## config.mk

```make
export PLATFORM = sky130hd
export DESIGN_NAME = synth_loop_core
export DESIGN_NICKNAME = d
export VERILOG_FILES = /design/src/rtl/synth_pkg.sv /design/src/rtl/fb_divider.sv /design/src/rtl/ref_divider.sv /design/src/rtl/phase_cmp.sv /design/src/rtl/lock_det.sv /design/src/rtl/synth_loop_core.sv
export SDC_FILE = /design/constraint.sdc
export NUM_CORES = 1
export LEC_CHECK = 0
export ABC_AREA = 1
export BUFFER_PORTS_ARGS = -buffer_cell sky130_fd_sc_hd__buf_2
export CAP_MARGIN = 30
export CORE_ASPECT_RATIO = 1.1
export CORE_MARGIN = 2
export CORE_UTILIZATION = 40
export DETAILED_ROUTE_END_ITERATION = 16
export GPL_ROUTABILITY_DRIVEN = 1
export PLACE_DENSITY = 0.7
export RECOVER_POWER = 25
export SETUP_SLACK_MARGIN = 0.15
export SYNTH_ARGS = -nofsm -noshare
export SYNTH_HDL_FRONTEND = slang
export SYNTH_SLANG_ARGS = --single-unit
```

## constraint.sdc

```tcl
create_clock -name clk -period 1.73 [get_ports clk]
set_input_delay 0.173 -clock clk [delete_from_list [all_inputs] [get_ports clk]]
set_output_delay 0.173 -clock clk [all_outputs]
set_load 0.05 [all_outputs]
```

## src/rtl/synth_pkg.sv

```systemverilog
package synth_pkg;
  typedef struct packed {
    logic cur_hi;
    logic pump_off;
    logic test_route;
    logic drv_off;
  } ctrl_t;
endpackage

```

## src/rtl/fb_divider.sv

```systemverilog
module fb_divider #(
  parameter int W = 15
) (
  input  logic         clk,
  input  logic         rst,
  input  logic         tick_i,
  input  logic [W-1:0] ratio_i,
  output logic         pulse_o
);
  logic [W-1:0] cnt;
  logic [W-1:0] reload;

  // ratio 0 behaves as ratio 1
  always_comb reload = (ratio_i == '0) ? '0 : ratio_i - W'(1);

  always_ff @(posedge clk) begin
    if (rst) begin
      cnt     <= '0;
      pulse_o <= 1'b0;
    end else begin
      pulse_o <= 1'b0;
      if (tick_i) begin
        if (cnt == '0) begin
          pulse_o <= 1'b1;
          cnt     <= reload;   // new ratio sampled only here
        end else begin
          cnt <= cnt - W'(1);
        end
      end
    end
  end

  a_r1_pulse_at_terminal: assert property (@(posedge clk) disable iff (rst)
    (tick_i && cnt == '0) |=> pulse_o);
  a_r1_quiet_without_tick: assert property (@(posedge clk) disable iff (rst)
    !tick_i |=> !pulse_o);
endmodule

```

## src/rtl/ref_divider.sv

```systemverilog
module ref_divider #(
  parameter int DIV = 512
) (
  input  logic clk,
  input  logic rst,
  input  logic tick_i,
  output logic pulse_o
);
  localparam int RW = (DIV < 2) ? 1 : $clog2(DIV);
  localparam logic [RW-1:0] LAST = RW'(DIV - 1);

  logic [RW-1:0] cnt;

  always_ff @(posedge clk) begin
    if (rst) begin
      cnt     <= '0;
      pulse_o <= 1'b0;
    end else begin
      pulse_o <= 1'b0;
      if (tick_i) begin
        if (cnt == '0) begin
          pulse_o <= 1'b1;
          cnt     <= LAST;
        end else begin
          cnt <= cnt - RW'(1);
        end
      end
    end
  end

  a_r2_count_in_range: assert property (@(posedge clk) disable iff (rst)
    cnt <= LAST);
  a_r2_pulse_needs_tick: assert property (@(posedge clk) disable iff (rst)
    pulse_o |-> $past(tick_i));
endmodule

```

## src/rtl/phase_cmp.sv

```systemverilog
module phase_cmp (
  input  logic clk,
  input  logic rst,
  input  logic ref_p_i,
  input  logic div_p_i,
  output logic up_o,
  output logic dn_o
);
  logic set_up;
  logic set_dn;

  always_comb begin
    set_up = up_o | ref_p_i;
    set_dn = dn_o | div_p_i;
  end

  // both set -> both cleared
  always_ff @(posedge clk) begin
    if (rst) begin
      up_o <= 1'b0;
      dn_o <= 1'b0;
    end else begin
      up_o <= set_up & ~set_dn;
      dn_o <= set_dn & ~set_up;
    end
  end

  a_r3_ref_raises_up: assert property (@(posedge clk) disable iff (rst)
    (ref_p_i && !div_p_i && !dn_o) |=> up_o);
  a_r4_div_raises_dn: assert property (@(posedge clk) disable iff (rst)
    (div_p_i && !ref_p_i && !up_o) |=> dn_o);
  a_r5_never_both: assert property (@(posedge clk) disable iff (rst)
    !(up_o && dn_o));
endmodule

```

## src/rtl/lock_det.sv

```systemverilog
module lock_det #(
  parameter int WW       = 8,
  parameter int THRESH   = 4,
  parameter int LOCK_CNT = 4
) (
  input  logic clk,
  input  logic rst,
  input  logic eval_i,
  input  logic act_i,
  output logic lock_o
);
  localparam int GW = $clog2(LOCK_CNT + 1);
  localparam logic [WW-1:0] LIM  = WW'(THRESH);
  localparam logic [GW-1:0] GMAX = GW'(LOCK_CNT);
  localparam logic [GW-1:0] GPRE = GW'(LOCK_CNT - 1);

  logic [WW-1:0] wcnt;
  logic [WW-1:0] wsum;
  logic [GW-1:0] good;

  always_comb begin
    wsum = wcnt;
    if (act_i && wcnt != {WW{1'b1}}) wsum = wcnt + WW'(1);
  end

  always_ff @(posedge clk) begin
    if (rst) begin
      wcnt   <= '0;
      good   <= '0;
      lock_o <= 1'b0;
    end else if (eval_i) begin
      wcnt <= '0;
      if (wsum <= LIM) begin
        if (good != GMAX) good <= good + GW'(1);
        if (good >= GPRE) lock_o <= 1'b1;
      end else begin
        good   <= '0;
        lock_o <= 1'b0;
      end
    end else begin
      wcnt <= wsum;
    end
  end

  a_r9_rise_on_eval: assert property (@(posedge clk) disable iff (rst)
    $rose(lock_o) |-> $past(eval_i));
  a_r9_rise_needs_history: assert property (@(posedge clk) disable iff (rst)
    $rose(lock_o) |-> ($past(good) >= GPRE));
  a_r10_drop_on_wide: assert property (@(posedge clk) disable iff (rst)
    (eval_i && wsum > LIM) |=> !lock_o);
endmodule

```

## src/rtl/synth_loop_core.sv

```systemverilog
module synth_loop_core
  import synth_pkg::*;
#(
  parameter int DIV_W    = 15,
  parameter int REF_DIV  = 512,
  parameter int WIN_W    = 8,
  parameter int THRESH   = 4,
  parameter int LOCK_CNT = 4
) (
  input  logic             clk,
  input  logic             rst,
  input  logic             rf_tick_i,
  input  logic             ref_tick_i,
  input  logic [DIV_W-1:0] ratio_i,
  input  logic             cur_sel_i,
  input  logic             pump_off_i,
  input  logic             test_route_i,
  input  logic             drv_off_i,
  input  logic             port_a_i,
  input  logic             port_b_i,
  output logic             pump_up_o,
  output logic             pump_dn_o,
  output logic             pump_en_o,
  output logic             cur_hi_o,
  output logic             drv_off_o,
  output logic             port_a_o,
  output logic             port_b_o,
  output logic             lock_o
);
  ctrl_t ctl;
  logic  ref_p;
  logic  div_p;
  logic  up;
  logic  dn;
  logic  locked;

  always_comb begin
    ctl.cur_hi     = cur_sel_i;
    ctl.pump_off   = pump_off_i;
    ctl.test_route = test_route_i;
    ctl.drv_off    = drv_off_i;
  end

  fb_divider #(.W(DIV_W)) fb_i (
    .clk(clk), .rst(rst), .tick_i(rf_tick_i), .ratio_i(ratio_i), .pulse_o(div_p)
  );

  ref_divider #(.DIV(REF_DIV)) rd_i (
    .clk(clk), .rst(rst), .tick_i(ref_tick_i), .pulse_o(ref_p)
  );

  phase_cmp pc_i (
    .clk(clk), .rst(rst), .ref_p_i(ref_p), .div_p_i(div_p), .up_o(up), .dn_o(dn)
  );

  lock_det #(.WW(WIN_W), .THRESH(THRESH), .LOCK_CNT(LOCK_CNT)) ld_i (
    .clk(clk), .rst(rst), .eval_i(ref_p), .act_i(up | dn), .lock_o(locked)
  );

  always_ff @(posedge clk) begin
    if (rst) begin
      pump_up_o <= 1'b0;
      pump_dn_o <= 1'b0;
      pump_en_o <= 1'b0;
      cur_hi_o  <= 1'b0;
      drv_off_o <= 1'b0;
      port_a_o  <= 1'b0;
      port_b_o  <= 1'b0;
      lock_o    <= 1'b0;
    end else begin
      pump_up_o <= up & ~ctl.pump_off;
      pump_dn_o <= dn & ~ctl.pump_off;
      pump_en_o <= ~ctl.pump_off;
      cur_hi_o  <= ctl.cur_hi;
      drv_off_o <= ctl.drv_off;
      port_a_o  <= ctl.test_route ? ref_p : port_a_i;
      port_b_o  <= ctl.test_route ? div_p : port_b_i;
      lock_o    <= locked;
    end
  end

  a_r6_pump_off: assert property (@(posedge clk) disable iff (rst)
    pump_off_i |=> (!pump_up_o && !pump_dn_o && !pump_en_o));
  a_r8_route_ref: assert property (@(posedge clk) disable iff (rst)
    test_route_i |=> (port_a_o == $past(ref_p)));
  a_r8_route_div: assert property (@(posedge clk) disable iff (rst)
    test_route_i |=> (port_b_o == $past(div_p)));
  a_r5_outputs_exclusive: assert property (@(posedge clk) disable iff (rst)
    !(pump_up_o && pump_dn_o));
endmodule

```

==> flow_results.org <==
** Run status
- The run finished with clean final reports.

** Routing
- First drt pass iteration count :: 4
- Routed signal wires occupy layers up through met4.
- Total via count in the routed design :: 2,692
- WL met3 :: 308 um
- Remaining routing DRC violations :: 0
- Via density per instance :: 4.95
- Once detail routing completed, the nets flagged for antenna violations numbered 0.
- After detailed routing, the average wire length per cell comes to 11.8 um.
- The routed design uses 3.35 mm of met2 wire.
- WL final :: 6.44 mm
- The detailed router put a total of 2.71 mm of wire on met1.
- Starting DRT DRC Count :: 81

** Logic synthesis
- After synthesis, the largest family of logic cells by area is simple AND/OR/NAND/NOR gates.
- After synthesis the cells add up to 0.00270 sq mm.
- Summing the sequential cell areas from Yosys gives 35.6% of the chip area.
- In the synthesized netlist the dominant register cell turns out to be sky130_fd_sc_hd__dfxtp_1.
- The synthesized design spends more area on one cell type than any other, namely sky130_fd_sc_hd__dfxtp_1.
- Post-synthesis mux area share :: 0%
- Cell count after synthesis :: 391
- Area share of fa/ha/maj cells after synthesis :: 3.70%
- Post-synthesis simple-gate area fraction :: 30.2%
- Mean instance size in the synthesized netlist :: 6.91 sq um
- Top cells by area in the synthesized netlist :: sky130_fd_sc_hd__dfxtp_1 (36%), sky130_fd_sc_hd__nand2_1 (11%), sky130_fd_sc_hd__inv_1 (6.9%), sky130_fd_sc_hd__nor2_1 (6.8%), sky130_fd_sc_hd__a21oi_1 (5.7%)
- During synthesis, Yosys emitted a total of 0 warnings.
- The share of synthesized area in the top cell type comes to 35.6%.
- Yosys mapped a number of flops with a built-in enable equal to 0.
- The synthesized netlist devotes 14.2% of its cell area to compound gates.
- The synthesized design contains 48 register bits.
- Async set or reset register ratio after synthesis :: 0%
- Syn_nets :: 424
- Summing the areas of all xor and xnor instances in the mapped netlist gives 7.78% of the synthesized area.
- Number of library cell types mapped by synthesis :: 36

** Clock network
- In this run, post-CTS hold repair placed 0 buffers.
- TritonCTS built the clock tree.
- CTS saw 48 sinks.
- Clock latency on the worst-skew pair, taken at its later pin, is 0.30 ns.
- CTS placed an instance of sky130_fd_sc_hd__clkbuf_8 at the clock tree root.
- Clock Pin Slew Worst Setup and Hold Paths :: 0.10 ns
- Total CTS buffers :: 5
- Number of levels the H-tree was split into :: 2
- Worst-case clock buffer depth :: 2

** GRT
- Global routing finished with a remaining overflow of 0.
- For this run, the total global-route usage over all layers was measured as 17.9%.
- The number of global-route vias before repair was 2,529.
- The initial antenna violation count is 0.
- Largest net degree at the start of global routing :: 21
- The first global-routing pass estimated 10.7 mm of wire.

** Floorplanning
- In this run the count of I/O pins placed on the die edge is 33.
- Placeable Area :: 0.00656 sq mm
- Die area :: 0.00743 sq mm
- The die is 82.4 um wide.
- Initial core utilization :: 41.2%
- Standard-cell rows :: 31
- Die Span Y :: 90.2 um

** Power
- Power density over the cells :: 805 mW/mm^2
- For this design the static power due to leakage is 1.66 nW.
- Switching power summed over all nets :: 0.927 mW
- Fraction of power consumed by combinational cells :: 27.4%
- The clock network is responsible for 29.2% of the overall power.
- Total internal power :: 2.03 mW
- Maximum resistive drop on vdd :: 0.501 mV
- Switch share :: 31.4%
- The share of total power dissipated in sequential elements is 43.4%.

** Timing
- Final-report hold violation count :: 0
- Highest clock frequency the design can meet :: 582 MHz
- Final setup fails :: 0
- Time the worst path needs with I/O delays and setup :: 1.72 ns
- Pins over their slew limit :: 0
- The worst path uses 99.4% of the clock period.
- Rel. slew slack :: 33.4%
- Slew of the pin with the lowest slew margin :: 0.999 ns
- Setup repair after global routing could not meet its margin everywhere.
- For the final database, setup skew stands at 0.00968 ns.
- Adding up every negative setup slack in the final design gives 0 ns.

** Final layout
- Share of final-layout standard cells stronger than drive strength 1 :: 34.2%
- Post-synthesis to final-layout area growth :: 35.8%
- The repair_antennas step left the layout with diodes totalling 0.
- After filler insertion, the fill cell instance count of the layout stands at 588.
- Count of nets after finishing :: 494
- The finished layout holds 544 standard cells, fillers aside.

** Setup path
- Of all nets on the critical path, the largest fanout is 7.
- Worst reg-to-reg setup slack :: 0.01 ns
- Critical Setup Path Class :: reg -> reg
- In this run the critical register-to-register path is launched from ld_i.wcnt[1]$_SDFF_PP0_.
- Data on the critical path is required at its endpoint by 1.97 ns.
- The worst setup path is launched from a register.
- STA classifies the critical path endpoint as a register.
- In this run the critical register-to-register path is captured at ld_i.good[1]$_SDFFE_PP0P_.
- Worst Reg2Reg Path Length in Cells :: 13
- Critical path data arrival time :: 1.95 ns

** Hold path
- Hold path startpoint :: pump_off_i
- The tightest min-delay check is of the in -> reg type.
- Along the worst hold path, the cell count comes to 2.
- Hold path endpoint :: pump_en_o$_SDFF_PP0_

** Placed design
- Routability congestion estimate :: 0.896
- In this run the tool buffered the top-level ports with 32 buffer cells.
- Detailed placement ended at an HPWL of 4.55 mm.
- Including well taps, the total number of placed cells is 518.

** Run
- Across the run, the number of max-cap violations was 0.
stage by stage:
step / hold WS [ns] / utilization [%] / power (mW) / area [sq um] / worst slack (ns)
after floorplan: 0.245 / - / 1.71 / 2740 / 0.140
after CTS: 0.0417 / 51.9 / 2.83 / 3400 / 0.0624
after global routing: 0.0432 / 56.0 / 3.12 / 3670 / -0.0910
after detailed placement: 0.372 / 47.7 / 1.91 / 3130 / -0.0122
after global placement: 0.370 / 47.7 / 1.90 / 3130 / 0.0346
final: 0.0472 / 56.0 / 2.95 / 3670 / 0.0111
repair_timing:
action	4_1_cts	5_1_grt
resized for setup	30	51
gates cloned	0	1
setup buffers	8	9
pin swaps	20	36
endpoints found under the setup margin	18	25
layout make-up:
cell class	count	area (sq um)	area share, %
clock buffer	6	82.6	2.25
clock inverter	2	38.8	1.06
timing repair buffer	70	468	12.8
timing repair inverter	1	7.51	0.205
tap	82	103	2.80
multi-input combinational	282	1790	48.7
sequential	48	976	26.6
inverter	53	209	5.69
power by group through the flow:
stage	logic (mW)	clock network [mW]	registers [mW]
after floorplan	0.405	0	1.30
after global placement	0.610	0	1.29
after detailed placement	0.625	0	1.29
after CTS	0.689	0.873	1.27
after global routing	0.906	0.918	1.30
final	0.810	0.863	1.28
synthesized netlist by cell type (6+ instances only):
cell type,n
sky130_fd_sc_hd__a21oi_1,31
sky130_fd_sc_hd__a31oi_1,6
sky130_fd_sc_hd__clkbuf_1,7
sky130_fd_sc_hd__dfxtp_1,48
sky130_fd_sc_hd__ha_1,8
sky130_fd_sc_hd__inv_1,50
sky130_fd_sc_hd__nand2_1,77
sky130_fd_sc_hd__nand3_1,13
sky130_fd_sc_hd__nand4_1,7
sky130_fd_sc_hd__nor2_1,49
sky130_fd_sc_hd__nor3_1,10
sky130_fd_sc_hd__o21ai_0,26
sky130_fd_sc_hd__xnor2_1,9
sky130_fd_sc_hd__xor2_1,15
state kept, by name, summed over array words and instances (netlist names):
| name | flops |
|---|---|
| fb_i.cnt | 15 |
| cur_hi_o | 1 |
| drv_off_o | 1 |
| rd_i.cnt | 9 |
| pc_i.dn_o | 1 |
| ld_i.good | 3 |
| pump_up_o | 1 |
| pump_en_o | 1 |
| port_b_o | 1 |
| pc_i.up_o | 1 |
| ld_i.lock_o | 1 |
| port_a_o | 1 |
| fb_i.pulse_o | 1 |
| rd_i.pulse_o | 1 |
| ld_i.wcnt | 8 |
| pump_dn_o | 1 |
| lock_o | 1 |
how the worst max path moves through the flow:
stage	startpoint	to	slack (ns)	cells after the start
global placement	ld_i.wcnt[0]$_SDFF_PP0_	ld_i.good[1]$_SDFFE_PP0P_	0.03	13
global route	ld_i.wcnt[1]$_SDFF_PP0_	ld_i.good[0]$_SDFFE_PP0P_	-0.09	13
detailed placement	ld_i.wcnt[0]$_SDFF_PP0_	ld_i.good[1]$_SDFFE_PP0P_	-0.01	13
CTS	ld_i.wcnt[0]$_SDFF_PP0_	ld_i.good[1]$_SDFFE_PP0P_	0.06	13
floorplan	ld_i.wcnt[0]$_SDFF_PP0_	ld_i.good[1]$_SDFFE_PP0P_	0.14	13
finish	ld_i.wcnt[1]$_SDFF_PP0_	ld_i.good[1]$_SDFFE_PP0P_	0.01	13
per-layer routing:
metal | track usage (%) | up-vias
li1 | - | 1404
met1 | 22.1 | 1225
met2 | 30.8 | 57
met3 | 3.61 | 6
met4 | 5.14 | 0
met5 | 0 | -
worst max-delay path, stage by stage, from the launching register on:
cell	delay, ns
sky130_fd_sc_hd__dfxtp_4	0.37
sky130_fd_sc_hd__ha_4	0.14
sky130_fd_sc_hd__nand2_4	0.05
sky130_fd_sc_hd__nor2_4	0.14
sky130_fd_sc_hd__nand2_4	0.10
sky130_fd_sc_hd__nand2_8	0.11
sky130_fd_sc_hd__inv_6	0.04
sky130_fd_sc_hd__nand2_2	0.06
sky130_fd_sc_hd__nand2_2	0.07
sky130_fd_sc_hd__nor2_4	0.12
sky130_fd_sc_hd__nand3_4	0.12
sky130_fd_sc_hd__nor2_4	0.15
sky130_fd_sc_hd__nand2_2	0.07
sky130_fd_sc_hd__a21oi_2	0.11
cell usage in the layout (no fill, tap or decap), drive strengths merged:
master / n
nor4: 3
dfxtp: 48
o31ai: 1
ha: 8
clkinv: 1
nand3b: 2
bufinv: 1
nor3: 11
clkinvlp: 1
a211oi: 1
nand3: 14
xor2: 15
a31oi: 6
buf: 69
o21a: 1
or2: 4
inv: 53
a21oi: 33
nand2: 83
nor2: 54
o21ai: 27
clkbuf: 7
xnor2: 9
o211ai: 2
nand4: 8
cell families (layout without fill, tap and decap cells):
group,Yosys count,in the layout
compound gates,71,71
flops,48,48
fa+ha+maj,8,8
simple gates,179,179
xor+xnor,24,24
buf+inv,61,132
No activity file was read; power rests on OpenSTA's default activity.
